<file path="src/rtl/cfgport_pkg.sv">
// Package: shared policy types and functions for the configuration port.
// Assumes an 8-bit index and 8-bit data bytes.
package cfgport_pkg;

    typedef enum logic [1:0] {
        WP_OPEN   = 2'd0,
        WP_LOCKED = 2'd1,
        WP_MATCH  = 2'd2
    } wpol_t;

    // Write policy of one index.
    function automatic wpol_t write_policy(input logic [7:0] idx);
        wpol_t p;
        if (idx < 8'hE0) begin
            p = WP_LOCKED;
        end else begin
            case (idx)
                8'hE4, 8'hE5,
                8'hE9, 8'hEA, 8'hEB, 8'hEC, 8'hED,
                8'hF3, 8'hF5, 8'hF7,
                8'hF9, 8'hFA, 8'hFB,
                8'hFD, 8'hFE, 8'hFF: p = WP_LOCKED;
                8'hE7, 8'hE8:        p = WP_MATCH;
                default:             p = WP_OPEN;
            endcase
        end
        return p;
    endfunction

    // The only value that a value-qualified index accepts.
    function automatic logic [7:0] match_value(input logic [7:0] idx);
        logic [7:0] v;
        case (idx)
            8'hE7:   v = 8'hFE;
            8'hE8:   v = 8'hBE;
            default: v = 8'h00;
        endcase
        return v;
    endfunction

    // Reset default of one configuration byte.
    function automatic logic [7:0] reset_value(input logic [7:0] idx);
        logic [7:0] v;
        case (idx)
            8'hE0:   v = 8'h3C;
            8'hE2:   v = 8'h03;
            8'hE3:   v = 8'hFC;
            8'hE6:   v = 8'hDE;
            8'hE7:   v = 8'hFE;
            8'hE8:   v = 8'hBE;
            default: v = 8'h00;
        endcase
        return v;
    endfunction

endpackage

</file>
<file path="src/rtl/cfgport_decode.sv">
// Address decode: turns bus strobes into index-write, data-write and read
// requests. It assumes strobes last one cycle and are gated by the enable.
module cfgport_decode #(
    parameter int              ADDR_W    = 16,
    parameter logic [ADDR_W-1:0] BASE_ADDR = 16'h03F0
) (
    input  logic              port_en,
    input  logic [ADDR_W-1:0] io_addr,
    input  logic              io_wr,
    input  logic              io_rd,
    output logic              idx_wr,
    output logic              dat_wr,
    output logic              any_rd
);
    localparam logic [ADDR_W-1:0] DATA_ADDR = BASE_ADDR + ADDR_W'(1);

    logic hit_idx;
    logic hit_dat;

    // Match the two port addresses and gate them with the enable.
    always_comb begin
        hit_idx = port_en && (io_addr == BASE_ADDR);
        hit_dat = port_en && (io_addr == DATA_ADDR);
        idx_wr  = io_wr && hit_idx;
        dat_wr  = io_wr && hit_dat;
        any_rd  = io_rd && (hit_idx || hit_dat);
    end
endmodule

</file>
<file path="src/rtl/cfgport_filter.sv">
// Write filter: decides whether a data write to the selected index commits.
// It assumes the index policy from the package is the whole rule set.
module cfgport_filter
    import cfgport_pkg::*;
#(
    parameter int DATA_W = 8
) (
    input  logic              dat_wr,
    input  logic [7:0]        idx,
    input  logic [DATA_W-1:0] wdata,
    output logic              commit
);
    wpol_t pol;

    // Apply the open / locked / value-match rule.
    always_comb begin
        pol = write_policy(idx);
        case (pol)
            WP_OPEN:  commit = dat_wr;
            WP_MATCH: commit = dat_wr && (wdata == match_value(idx));
            default:  commit = 1'b0;
        endcase
    end
endmodule

</file>
<file path="src/rtl/cfgport_bank.sv">
// Configuration byte bank. Only the upper window from WIN_LO holds flops;
// every index below it is locked, so it reads as its constant zero.
module cfgport_bank
    import cfgport_pkg::*;
#(
    parameter int IDX_W  = 8,
    parameter int DATA_W = 8,
    parameter int WIN_LO = 224
) (
    input  logic              clk,
    input  logic              rst_n,
    input  logic              wr_en,
    input  logic [IDX_W-1:0]  idx,
    input  logic [DATA_W-1:0] wdata,
    output logic [DATA_W-1:0] rdata
);
    localparam int WIN_N = (1 << IDX_W) - WIN_LO;
    localparam int OFF_W = $clog2(WIN_N);

    logic [DATA_W-1:0] mem [WIN_N];
    logic              in_win;
    logic [IDX_W-1:0]  rel;

    for (genvar g = 0; g < WIN_N; g++) begin : g_byte
        localparam logic [IDX_W-1:0] MY_IDX = IDX_W'(WIN_LO + g);
        // Hold one configuration byte with its reset default.
        always_ff @(posedge clk) begin
            if (!rst_n)
                mem[g] <= DATA_W'(reset_value(8'(MY_IDX)));
            else if (wr_en && idx == MY_IDX)
                mem[g] <= wdata;
        end
    end

    // Select the addressed byte; below the window it reads zero.
    always_comb begin
        in_win = (idx >= IDX_W'(WIN_LO));
        rel    = idx - IDX_W'(WIN_LO);
        rdata  = in_win ? mem[OFF_W'(rel)] : '0;
    end

    // The filter never passes a write to a locked index.
    p_wr_legal_r3: assert property (@(posedge clk) disable iff (!rst_n)
        wr_en |-> write_policy(8'(idx)) != WP_LOCKED);

    // A write that reaches a value-qualified index carries its one value.
    p_match_only_r4: assert property (@(posedge clk) disable iff (!rst_n)
        (wr_en && write_policy(8'(idx)) == WP_MATCH)
            |-> 8'(wdata) == match_value(8'(idx)));
endmodule

</file>
<file path="src/rtl/cfgport_top.sv">
// Indexed configuration port top. It holds the index register and the
// registered read path, and joins the decode, filter and bank. It assumes
// one-cycle strobes and a synchronous active-low reset.
module cfgport_top #(
    parameter int                ADDR_W    = 16,
    parameter logic [ADDR_W-1:0] BASE_ADDR = 16'h03F0,
    parameter int                IDX_W     = 8,
    parameter int                DATA_W    = 8,
    parameter int                WIN_LO    = 224
) (
    input  logic              clk,
    input  logic              rst_n,
    input  logic              port_en,
    input  logic [ADDR_W-1:0] io_addr,
    input  logic              io_wr,
    input  logic              io_rd,
    input  logic [DATA_W-1:0] io_wdata,
    output logic [DATA_W-1:0] io_rdata,
    output logic              io_ack
);
    localparam logic [DATA_W-1:0] IDLE_DATA = '1;

    logic              idx_wr;
    logic              dat_wr;
    logic              any_rd;
    logic              commit;
    logic [IDX_W-1:0]  index_q;
    logic [DATA_W-1:0] sel_byte;

    cfgport_decode #(.ADDR_W(ADDR_W), .BASE_ADDR(BASE_ADDR)) u_decode (
        .port_en (port_en),
        .io_addr (io_addr),
        .io_wr   (io_wr),
        .io_rd   (io_rd),
        .idx_wr  (idx_wr),
        .dat_wr  (dat_wr),
        .any_rd  (any_rd)
    );

    cfgport_filter #(.DATA_W(DATA_W)) u_filter (
        .dat_wr (dat_wr),
        .idx    (8'(index_q)),
        .wdata  (io_wdata),
        .commit (commit)
    );

    cfgport_bank #(.IDX_W(IDX_W), .DATA_W(DATA_W), .WIN_LO(WIN_LO)) u_bank (
        .clk   (clk),
        .rst_n (rst_n),
        .wr_en (commit),
        .idx   (index_q),
        .wdata (io_wdata),
        .rdata (sel_byte)
    );

    // Latch the index on an index-port write.
    always_ff @(posedge clk) begin
        if (!rst_n)
            index_q <= '0;
        else if (idx_wr)
            index_q <= IDX_W'(io_wdata);
    end

    // Register read data and acknowledge for one cycle after a read.
    always_ff @(posedge clk) begin
        if (!rst_n) begin
            io_rdata <= IDLE_DATA;
            io_ack   <= 1'b0;
        end else begin
            io_rdata <= any_rd ? sel_byte : IDLE_DATA;
            io_ack   <= any_rd;
        end
    end

    // A disabled port neither acknowledges nor returns data.
    p_dis_quiet_r6: assert property (@(posedge clk) disable iff (!rst_n)
        (io_rd && !port_en) |=> (!io_ack && io_rdata == IDLE_DATA));

    // A disabled port keeps its index.
    p_dis_index_hold_r6: assert property (@(posedge clk) disable iff (!rst_n)
        !port_en |=> $stable(index_q));

    // No acknowledge without a read strobe in the previous cycle.
    p_ack_needs_rd_r7: assert property (@(posedge clk) disable iff (!rst_n)
        !io_rd |=> !io_ack);

    // An enabled read at a port address is acknowledged next cycle.
    p_rd_acked_r7: assert property (@(posedge clk) disable iff (!rst_n)
        (io_rd && port_en &&
         (io_addr == BASE_ADDR || io_addr == BASE_ADDR + ADDR_W'(1)))
            |=> io_ack);
endmodule

</file>
<file path="config.mk">
export PLATFORM = sky130hd
export DESIGN_NAME = cfgport_top
export DESIGN_NICKNAME = d
export VERILOG_FILES = /design/src/rtl/cfgport_pkg.sv /design/src/rtl/cfgport_decode.sv /design/src/rtl/cfgport_filter.sv /design/src/rtl/cfgport_bank.sv /design/src/rtl/cfgport_top.sv
export SDC_FILE = /design/constraint.sdc
export NUM_CORES = 1
export LEC_CHECK = 0
export BUFFER_PORTS_ARGS = -buffer_cell sky130_fd_sc_hd__buf_4
export CORE_ASPECT_RATIO = 0.7
export CORE_MARGIN = 3
export CORE_UTILIZATION = 45
export CTS_CLUSTER_SIZE = 25
export DETAILED_ROUTE_END_ITERATION = 12
export GPL_TIMING_DRIVEN = 0
export REMOVE_ABC_BUFFERS = 1
export SLEW_MARGIN = 30
export SYNTH_ARGS = -nofsm -noshare
export SYNTH_HDL_FRONTEND = slang
export SYNTH_SLANG_ARGS = --single-unit
export TNS_END_PERCENT = 10
</file>
<file path="constraint.sdc">
create_clock -name clk -period 3.6 [get_ports clk]
set_clock_uncertainty 0.2 [all_clocks]
set_input_delay 0.18 -clock clk [delete_from_list [all_inputs] [get_ports clk]]
set_output_delay 0.18 -clock clk [all_outputs]
set_load 0.01 [all_outputs]
</file>
==> key figures, run 1 <==
STA
  – RSZ-0062 raised after global routing: false
  – Final setup vio count: 0
  – Relative slew slack: 30.5%
  – Post-Route Setup TNS: 0 ns
  – Final period util: 95.2%
  – Min Tclk post-route: 3.43 ns
  – Max Freq: 292 MHz
  – Worst Hold Margin: 0.0393 ns
  – Final WS setup: 0.174 ns
  – Slew @ Worst Pin: 1.04 ns
  – Max-slew violations: 0
  – Final Hold Violating Endpoints: 0

Yosys
  – Yosys cell types: 51
  – Largest family of logic cells by synthesized area: multiplexers
  – Biggest area consumer among synthesized cells: edfxtp_1
  – Number of synthesized flops with an enable pin: 256
  – Post-Syn Area: 11900 um2
  – Mux cell area share after synthesis: 12.4%
  – Post-Synth XOR/XNOR Area: 0%
  – Gate Count Post-Synth: 728
  – Sequential area share after synthesis: 68.5%
  – Yosys warns: 0
  – Compound-cell area share of the yosys netlist: 4.85%
  – Main flop type after synthesis: edfxtp_1
  – Post-Synth Adder-Cell Area: 0%
  – Asr flop ratio synth: 0%
  – Syn Area/Cell: 16.3 um2
  – Post-synthesis simple-gate area fraction: 10.6%
  – Top cells by area, synth: edfxtp_1, mux4_2, dfxtp_1, nor3_1, nor4_1
  – Post-synthesis register bit count: 278
  – Yosys top cell area share: 64.8%

Worst setup path
  – Critical Path RT: 3.65 ns
  – FF-to-FF path depth: 8
  – CP Class: reg -> reg
  – Worst r2r src: index_q[1]$_SDFFE_PN0P_
  – Reg2Reg Setup Slack: 0.17 ns
  – Crit path max fanout: 37
  – CP Launch Type: register
  – CP arrival: 3.48 ns
  – CP Capture Type: register
  – Crit Reg-Reg Endpoint: u_bank.mem[8][0]$_SDFFCE_PN0P_

GRT
  – GR Util met3: 5.13%
  – Gr busiest metal: met1
  – Largest net degree at the start of global routing: 57
  – Met1 Use GR: 33.8%
  – Global-route wire length before repair: 44400 um
  – GRT Total Usage: 21.3%
  – Initial antenna violation count: 2
  – Overflow after GRT: 0
  – Met2 Track Usage GR: 29.3%
  – Vias in the first global route: 6940

Final layout
  – Most common library cell in the layout ignoring fill and taps: edfxtp_1
  – Nets: 930
  – Commonest non-fill, non-tap cells in the layout: edfxtp_1, conb_1, mux4_2
  – Fin area: 14100 um2
  – Fin util: 54.7%
  – Share of layout cells above drive strength 1: 19.4%
  – N_diodes: 0
  – Layout area overhead: 19.0%
  – Post-route insts no fill: 1280

Worst hold path
  – Hold path cells: 3
  – Min-Delay Endpoint: u_bank.mem[3][1]$_SDFFCE_PN0P_
  – Min-delay src: io_wr
  – HP Class: in -> reg

Die
  – Die Area: 28400 um2
  – Rows: 49
  – Io pins: 38
  – Initial Util: 45.9%
  – Die W: 200 um
  – Core Box Area: 25800 um2
  – Die Y: 142 um

Placement
  – Placed cells: 1217
  – Dpl hpwl: 19800 um
  – Area post-placement: 13000 um2
  – Port bufs: 37
  – Place WS: -0.209 ns
  – Routability congestion estimate: 0.929

Detailed routing
  – Vias: 7112
  – Antenna viol nets, final: 0
  – Pre-Repair DR Iteration Count: 5
  – 1st-iter DRT viols: 893
  – DRC: 0
  – Via density: 5.56
  – Wire per inst: 23.2 um
  – WL final: 29700 um

Clocking
  – Clock sinks: 278
  – Num CTS Buffers: 28
  – CTS max path bufs: 3
  – CTS H-Tree Depth: 1
  – CTS tree: yes
  – Worst-Skew Late Latency: 0.56 ns
  – Clock-pin transition on the worst setup and hold timing paths: 0.06 ns
  – Root Driver: clkbuf_16

Power and ir drop
  – PwrDens: 499 nW/um2
  – Power, Total: 7.04 mW
  – Max VDD drop: 0.341 mV
  – Leak Pwr: 4.73 nW

Outcome
  – Run status: finished, final reports clean

Flow run
  – Max Cap Viol: 0
==> state kept, by name (all words and copies together), names as in the netlist, named ones only <==
| name | flops |
|---|---|
| index_q | 8 |
| io_ack | 1 |
| io_rdata | 8 |
| u_bank.mem | 256 |
==> synthesized netlist by cell type, drive strengths merged (14+ instances only) <==
cell type    n
edfxtp     256
mux4        65
nor3        54
nor4        34
clkbuf      33
nand2       31
inv         26
buf         23
dfxtp       22
nand3       18
o31ai       17
or4         16
a21oi       14
==> worst max-delay path: stages, from the launching register on <==
cell,delay (ns)
dfxtp_2,0.41
nand4b_1,0.36
o2111a_1,0.35
nand4_4,0.38
buf_16,0.33
buf_12,0.19
o41ai_2,0.40
buf_2,0.27
buf_2,0.21
==> what timing repair did <==
action | CTS | global route
pin swaps | 0 | 1
setup endpoints to repair | 53 | 53
resized for setup | 2 | 4
buffers inserted | 0 | 1
hold buffers | 10 | 0
endpoints found under the hold margin | 72 | 0
==> worst max-delay path by stage <==
| stage | slack, ns | to | cells past startpoint | from |
|---|---|---|---|---|
| floorplan | -1.23 | u_bank.mem[8][0]$_SDFFCE_PN0P_ | 4 | index_q[4]$_SDFFE_PN0P_ |
| global placement | -3.74 | u_bank.mem[8][0]$_SDFFCE_PN0P_ | 4 | index_q[4]$_SDFFE_PN0P_ |
| detailed placement | -0.21 | u_bank.mem[1][5]$_SDFFCE_PN0P_ | 6 | index_q[1]$_SDFFE_PN0P_ |
| CTS | 0.07 | u_bank.mem[8][0]$_SDFFCE_PN0P_ | 8 | index_q[1]$_SDFFE_PN0P_ |
| global route | 0.04 | u_bank.mem[8][0]$_SDFFCE_PN0P_ | 8 | index_q[1]$_SDFFE_PN0P_ |
| finish | 0.17 | u_bank.mem[8][0]$_SDFFCE_PN0P_ | 8 | index_q[1]$_SDFFE_PN0P_ |
==> layer usage <==
metal	wire length, um	vias to the layer above
li1	-	3184
met1	13500	3527
met2	12800	338
met3	2610	61
met4	748	2
met5	71	-
==> logic make-up (layout without fill, tap and decap cells) <==
kind of cell / Yosys count / count (layout)
flops: 278 / 278
buf+inv: 83 / 136
simple gates: 221 / 221
compound gates: 78 / 78
other cells: 2 / 144
mux: 66 / 66
==> power breakdown <==
part	internal, mW	total (mW)	switching, mW
Clock	1.76	2.97	1.21
Sequential	3.73	3.78	0.0533
Combinational	0.105	0.290	0.185
Total	5.60	7.04	1.44
==> final cells by class <==
cell class / instances / area, um2
sequential: 278 / 8150
inverter: 27 / 101
fill: 2080 / 11700
clock inverter: 3 / 51.3
timing repair buffer: 57 / 543
multi-input combinational: 509 / 3930
clock buffer: 49 / 901
tap: 357 / 447
Note: power is estimated with default switching activity, not from simulation.
==> run 2, diff against run 1 <==
==> constraint.sdc (replaced) <==
create_clock -name clk -period 3.6 [get_ports clk]
set_clock_uncertainty 0.2 [all_clocks]
set_input_delay 0.36 -clock clk [delete_from_list [all_inputs] [get_ports clk]]
set_output_delay 0.36 -clock clk [all_outputs]
set_load 0.01 [all_outputs]
==> run 2 against run 1 <==
  * Die area unchanged
  * Sequential share of layout area up 0.12 points
  * Routed wire length down 0.47%
  * Global-route usage about the same
  * Count of clock-buffer cells in the layout unchanged
  * Utilization down 0.12 points
  * Cell area down 0.21%
  * Worst setup slack worse by 0.0028 ns
  * Critical path depth unchanged
  * Non-clock buffer count down 3
  * Sequential power about the same
  * Combinational power about the same
==> key figures, run 2 (same netlist as run 1, synthesis figures left out) <==
Worst setup path
  – Critical Path Start: index_q[1]$_SDFFE_PN0P_ (unchanged)
  – Delay-heaviest family, CP: buffers and inverters (unchanged)
  – CP arrival: 3.48 ns (about the same)
  – Reg2Reg Setup Slack: 0.17 ns (about the same)
  – CP Capture Type: register (unchanged)
  – Critical Path RT: 3.65 ns (about the same)
  – CP peak stage delay: 0.41 ns (about the same)
  – Worst r2r src: index_q[1]$_SDFFE_PN0P_ (unchanged)
  – FF-to-FF path depth: 8 (unchanged)
  – Crit path max fanout: 37 (unchanged)
  – WP buf/inv: 4 (unchanged)
  – Most frequent CP cell: buf_2 (unchanged)
  – Crit Reg-Reg Endpoint: u_bank.mem[8][0]$_SDFFCE_PN0P_ (unchanged)
  – Critical-path cell list: nand4b_1, o2111a_1, nand4_4, buf_16, buf_12, o41ai_2, buf_2, buf_2 (unchanged)
  – Slowest cell on the critical path: dfxtp_2 (unchanged)
  – CP Launch Type: register (unchanged)
  – CP Class: reg -> reg (unchanged)

Power and ir drop
  – Flop pwr share: 53.8% (about the same)
  – Power share of the combinational group: 4.1% (about the same)
  – Switching power share of the total: 20.5% (about the same)
  – PwrDens: 500 nW/um2 (was 499 nW/um2)
  – Clock share of power: 42.1% (about the same)
  – Leak Pwr: 4.72 nW (was 4.73 nW)
  – Cell Int Power: 5.59 mW (was 5.60 mW)
  – Net Switching: 1.44 mW (about the same)
  – Max VDD drop: 0.343 mV (was 0.341 mV)

Final layout
  – N_diodes: 0 (unchanged)
  – Filler cells: 2082 (was 2080)
  – Max FFs per register: 256 (unchanged)
  – Top flop regs: u_bank.mem x256, index_q x8, io_rdata x8 (unchanged)
  – Top reg by flops: u_bank.mem (unchanged)
  – Nets: 927 (was 930)
  – Layout area overhead: 18.7% (was 19.0%)
  – Register area: 8150 um2 (unchanged)
  – Multi-input gate area: 3930 um2 (unchanged)
  – Commonest non-fill, non-tap cells in the layout: edfxtp_1, conb_1, mux4_2 (unchanged)
  – Share of layout cells above drive strength 1: 19.5% (was 19.4%)
  – Most common library cell in the layout ignoring fill and taps: edfxtp_1 (unchanged)

Placement
  – Routability congestion estimate: 0.929 (unchanged)
  – Dpl hpwl: 19800 um (unchanged)
  – Port bufs: 37 (unchanged)

STA
  – Slew @ Worst Pin: 1.01 ns (was 1.04 ns)
  – Final period util: 95.3% (was 95.2%)
  – Max-slew violations: 0 (unchanged)
  – Min Tclk post-route: 3.43 ns (about the same)
  – Final setup vio count: 0 (unchanged)
  – Worst Hold Margin: 0.0393 ns (about the same)
  – Post-Route Setup TNS: 0 ns (unchanged)
  – Max Freq: 292 MHz (about the same)
  – RSZ-0062 raised after global routing: false (unchanged)
  – Final Hold Violating Endpoints: 0 (unchanged)
  – Relative slew slack: 32.5% (was 30.5%)

Die
  – Core Box Area: 25800 um2 (unchanged)
  – Initial Util: 45.9% (unchanged)
  – Io pins: 38 (unchanged)
  – Die Y: 142 um (unchanged)
  – Die Area: 28400 um2 (unchanged)
  – Rows: 49 (unchanged)
  – Die W: 200 um (unchanged)

Detailed routing
  – WL final: 29600 um (was 29700 um)
  – Vias: 7128 (was 7112)
  – 1st-iter DRT viols: 822 (was 893)
  – DRC: 0 (unchanged)
  – Via density: 5.58 (was 5.56)
  – Pre-Repair DR Iteration Count: 5 (unchanged)
  – Wire per inst: 23.2 um (about the same)
  – Antenna viol nets, final: 0 (unchanged)

Clocking
  – CTS H-Tree Depth: 1 (unchanged)
  – CTS max path bufs: 3 (unchanged)
  – Num CTS Buffers: 28 (unchanged)
  – Root Driver: clkbuf_16 (unchanged)
  – Clock-pin transition on the worst setup and hold timing paths: 0.06 ns (about the same)
  – CTS tree: yes (unchanged)
  – Clock sinks: 278 (unchanged)
  – Worst-Skew Late Latency: 0.55 ns (was 0.56 ns)

GRT
  – Vias in the first global route: 6912 (was 6940)
  – GRT Total Usage: 21.3% (about the same)
  – Largest net degree at the start of global routing: 57 (unchanged)
  – Initial antenna violation count: 2 (unchanged)
  – Overflow after GRT: 0 (unchanged)
  – Global-route wire length before repair: 44400 um (about the same)

Worst hold path
  – HP Class: in -> reg (unchanged)
  – Min-Delay Endpoint: u_bank.mem[2][0]$_SDFFCE_PN1P_ (was u_bank.mem[3][1]$_SDFFCE_PN0P_)
  – Hold path cells: 2 (was 3)
  – Min-delay src: io_wdata[0] (was io_wr)

Outcome
  – Run status: finished, final reports clean (unchanged)

Flow run
  – Max Cap Viol: 0 (unchanged)
[run 2: worst reg2reg max path: stages, from the launching register on]
cell and delay (ns):
dfxtp_2 0.41, nand4b_1 0.38, o2111a_1 0.35, nand4_4 0.38, buf_16 0.33, buf_12 0.20
o41ai_2 0.40, buf_2 0.27, buf_2 0.21
[run 2: layout make-up]
type / count / share of cell area [%]
flip-flops and latches: 278 / 57.8
multi-input cells: 509 / 27.9
clock buffers: 49 / 6.40
repair buffers: 54 / 3.64
well taps: 357 / 3.17
inverters: 27 / 0.720
clock inverters: 3 / 0.364
[run 2: worst max path at each step]
stage / to / slack (ns) / cells past startpoint
after floorplan: u_bank.mem[8][0]$_SDFFCE_PN0P_ / -1.23 / 4
after global placement: u_bank.mem[8][0]$_SDFFCE_PN0P_ / -3.74 / 4
after detailed placement: u_bank.mem[1][5]$_SDFFCE_PN0P_ / -0.21 / 6
after CTS: u_bank.mem[8][0]$_SDFFCE_PN0P_ / 0.07 / 8
after global routing: u_bank.mem[8][0]$_SDFFCE_PN0P_ / 0.04 / 8
final: u_bank.mem[8][0]$_SDFFCE_PN0P_ / 0.17 / 8
[run 2: through the flow]
stage / setup slack [ns] / instance area (um2) / utilization (%) / std cells / power (mW)
2_1_floorplan: -1.23 / 12100 / - / 814 / 3.98
3_3_place_gp: -3.74 / 12800 / 49.6 / 1208 / 4.12
3_5_place_dp: -0.209 / 13000 / 50.4 / 1217 / 4.13
4_1_cts: 0.0664 / 14100 / 54.5 / 1276 / 7.09
5_1_grt: 0.0380 / 14100 / 54.6 / 1277 / 7.26
6_report: 0.171 / 14100 / 54.6 / 1277 / 7.04
[run 2: per-layer routing]
layer	track usage (%)	up-vias	share of wire, %	wire length, um
met5	1.94	-	0.24	71
met1	33.8	3518	45	13300
met2	29.2	372	43	12700
met3	5.13	53	9.3	2740
met4	5.61	2	2.6	760
li1	-	3183	-	-
[run 2: power by group through the flow]
stage / Clock (mW) / Sequential (mW) / Combinational, mW
global route: 3.15 / 3.80 / 0.312
finish: 2.96 / 3.78 / 0.287
CTS: 3.02 / 3.79 / 0.282
floorplan: 0 / 3.83 / 0.151
global placement: 0 / 3.85 / 0.270
detailed placement: 0 / 3.85 / 0.275
[run 2: repair_timing]
action | in CTS | in global routing
pin swaps | 0 | 1
hold buffers | 7 | 0
endpoints found under the hold margin | 12 | 0
resized for setup | 2 | 4
setup buffers | 0 | 1
endpoints found under the setup margin | 53 | 53
==> run 3, diff against run 2 <==
--- a/config.mk
+++ b/config.mk
@@ -6,12 +6,15 @@
 export NUM_CORES = 1
 export LEC_CHECK = 0
 export BUFFER_PORTS_ARGS = -buffer_cell sky130_fd_sc_hd__buf_4
+export CELL_PAD_IN_SITES_DETAIL_PLACEMENT = 0
+export CELL_PAD_IN_SITES_GLOBAL_PLACEMENT = 1
 export CORE_ASPECT_RATIO = 0.7
-export CORE_MARGIN = 3
-export CORE_UTILIZATION = 45
+export CORE_MARGIN = 1
+export CORE_UTILIZATION = 53
 export CTS_CLUSTER_SIZE = 25
 export DETAILED_ROUTE_END_ITERATION = 12
 export GPL_TIMING_DRIVEN = 0
+export PLACE_DENSITY_LB_ADDON = 0.1
 export REMOVE_ABC_BUFFERS = 1
 export SLEW_MARGIN = 30
 export SYNTH_ARGS = -nofsm -noshare
==> run 3 against run 2 <==
  * Maximum frequency shrank 3.8%
  * Cell count shrank 6.2%
  * Worst setup slack lost 0.13 ns
  * Sequential power is essentially flat
  * Power grew 0.80%
  * Critical path type unchanged
  * Largest cell class unchanged
==> key figures, run 3 (same netlist as run 1, synthesis figures left out) <==
Final layout
  – Layout area overhead: 17.7% (was 18.7%)
  – Fin util: 64.0% (was 54.6%)
  – Top flop regs: u_bank.mem x256, index_q x8, io_rdata x8 (unchanged)
  – Nets: 922 (was 927)
  – Share of layout cells above drive strength 1: 18.8% (was 19.5%)
  – Commonest non-fill, non-tap cells in the layout: edfxtp_1, conb_1, mux4_2 (unchanged)
  – Max FFs per register: 256 (unchanged)
  – Fin area: 14000 um2 (was 14100 um2)
  – Top reg by flops: u_bank.mem (unchanged)
  – Most common library cell in the layout ignoring fill and taps: edfxtp_1 (unchanged)

Worst setup path
  – CP Launch Type: register (unchanged)
  – Critical Path RT: 3.56 ns (was 3.65 ns)
  – CP arrival: 3.53 ns (was 3.48 ns)
  – CP Class: reg -> reg (unchanged)
  – CP Capture Type: register (unchanged)
  – Crit path max fanout: 16 (was 37)

Die
  – Die W: 181 um (was 200 um)
  – Die Y: 127 um (was 142 um)
  – Die Area: 23000 um2 (was 28400 um2)
  – Initial Util: 54.4% (was 45.9%)
  – Io pins: 38 (unchanged)
  – Core Box Area: 21800 um2 (was 25800 um2)
  – Rows: 45 (was 49)

Power and ir drop
  – PwrDens: 508 nW/um2 (was 500 nW/um2)
  – Max VDD drop: 0.370 mV (was 0.343 mV)
  – Leak Pwr: 4.69 nW (was 4.72 nW)

Detailed routing
  – Wire per inst: 24.3 um (was 23.2 um)
  – Top Metal Used: met4 (was met5)
  – Metal3 WL: 3280 um (was 2740 um)
  – 1st-iter DRT viols: 794 (was 822)
  – Vias: 7208 (was 7128)
  – Via density: 6.02 (was 5.58)
  – M1 wire length: 12400 um (was 13300 um)
  – Met2 WL: 12800 um (was 12700 um)
  – Antenna viol nets, final: 0 (unchanged)
  – WL final: 29200 um (was 29600 um)
  – Pre-Repair DR Iteration Count: 5 (unchanged)
  – DRC: 0 (unchanged)

STA
  – Final Hold Violating Endpoints: 0 (unchanged)
  – Max Freq: 281 MHz (was 292 MHz)
  – Relative slew slack: 37.5% (was 32.5%)
  – Final period util: 99.0% (was 95.3%)
  – Min Tclk post-route: 3.56 ns (was 3.43 ns)
  – RSZ-0062 raised after global routing: true (was false)
  – Slew @ Worst Pin: 0.934 ns (was 1.01 ns)
  – Final setup vio count: 0 (unchanged)
  – Max-slew violations: 0 (unchanged)

Clocking
  – Root Driver: clkbuf_16 (unchanged)
  – Num CTS Buffers: 28 (unchanged)
  – CTS max path bufs: 3 (unchanged)
  – Clock sinks: 278 (unchanged)
  – Worst-Skew Late Latency: 0.54 ns (was 0.55 ns)
  – CTS tree: yes (unchanged)
  – Post-CTS setup repair buffer count: 0 (unchanged)
  – CTS H-Tree Depth: 1 (unchanged)
  – Clock-pin transition on the worst setup and hold timing paths: 0.06 ns (about the same)

GRT
  – Vias in the first global route: 7219 (was 6912)
  – Overflow after GRT: 0 (unchanged)
  – GRT Total Usage: 26.6% (was 21.3%)
  – Global-route wire length before repair: 44400 um (about the same)
  – Initial antenna violation count: 0 (was 2)
  – Largest net degree at the start of global routing: 57 (unchanged)

Placement
  – Routability congestion estimate: 0.845 (was 0.929)
  – Area post-placement: 12900 um2 (was 13000 um2)
  – Port bufs: 37 (unchanged)
  – Dpl hpwl: 20200 um (was 19800 um)

Worst hold path
  – HP Class: in -> reg (unchanged)

Flow run
  – Max Cap Viol: 0 (unchanged)

Outcome
  – Run status: finished, final reports clean (unchanged)
-- run 3: critical path, stage by stage (launching register included) --
cell and delay [ns]:
dfxtp_1 0.71, nand4bb_1 0.23, o2111a_1 0.29, nand4_1 0.75, o21ai_1 1.00
-- run 3: worst paths after layout --
| kind | from | to | slack [ns] | depth (start not counted) |
|---|---|---|---|---|
| hold reg to reg | index_q[6]$_SDFFE_PN0P_ | index_q[6]$_SDFFE_PN0P_ | 0.31 | 2 |
| setup reg to reg | index_q[1]$_SDFFE_PN0P_ | u_bank.mem[17][5]$_SDFFCE_PN0P_ | 0.04 | 4 |
| hold / removal | io_wdata[6] | u_bank.mem[22][6]$_SDFFCE_PN0P_ | 0.03 | 2 |
| setup / recovery | index_q[1]$_SDFFE_PN0P_ | u_bank.mem[17][5]$_SDFFCE_PN0P_ | 0.04 | 4 |
-- run 3: metal layers --
metal  GRT usage [%]  vias to the layer above
met4            7.59                        0
met2            39.2                      376
met1            38.2                     3600
met5               0                        -
met3            8.61                       57
li1                -                     3175
-- run 3: area by class of cell --
cell class | count | area (um2)
clock inverter | 18 | 209
antenna | 1 | 2.50
fill | 1592 | 7830
timing repair buffer | 49 | 450
inverter | 27 | 101
sequential | 278 | 8140
multi-input combinational | 509 | 3950
clock buffer | 34 | 744
tap | 282 | 353
-- run 3: what timing repair did --
action | CTS | global route
setup endpoints to repair | 45 | 45
hold buffers | 3 | 1
endpoints found under the hold margin | 3 | 1
resized for setup | 4 | 3
-- run 3: through the flow --
step	power, mW	worst slack (ns)	setup TNS, ns	hold slack (ns)	instances
after floorplan	3.98	-1.23	-69.34	0.270	814
after global placement	4.11	-3.35	-347.22	0.286	1133
after detailed placement	4.13	-0.192	-4.94	0.295	1141
after CTS	7.11	0.0585	0	0.00547	1196
after global routing	7.29	-0.156	-4.17	0.0252	1197
final	7.09	0.0364	0	0.0332	1198
-- run 3: power breakdown --
group | switching (mW) | total (mW) | internal, mW
logic | 0.183 | 0.284 | 0.102
clock network | 1.20 | 3.02 | 1.82
registers | 0.0578 | 3.79 | 3.73
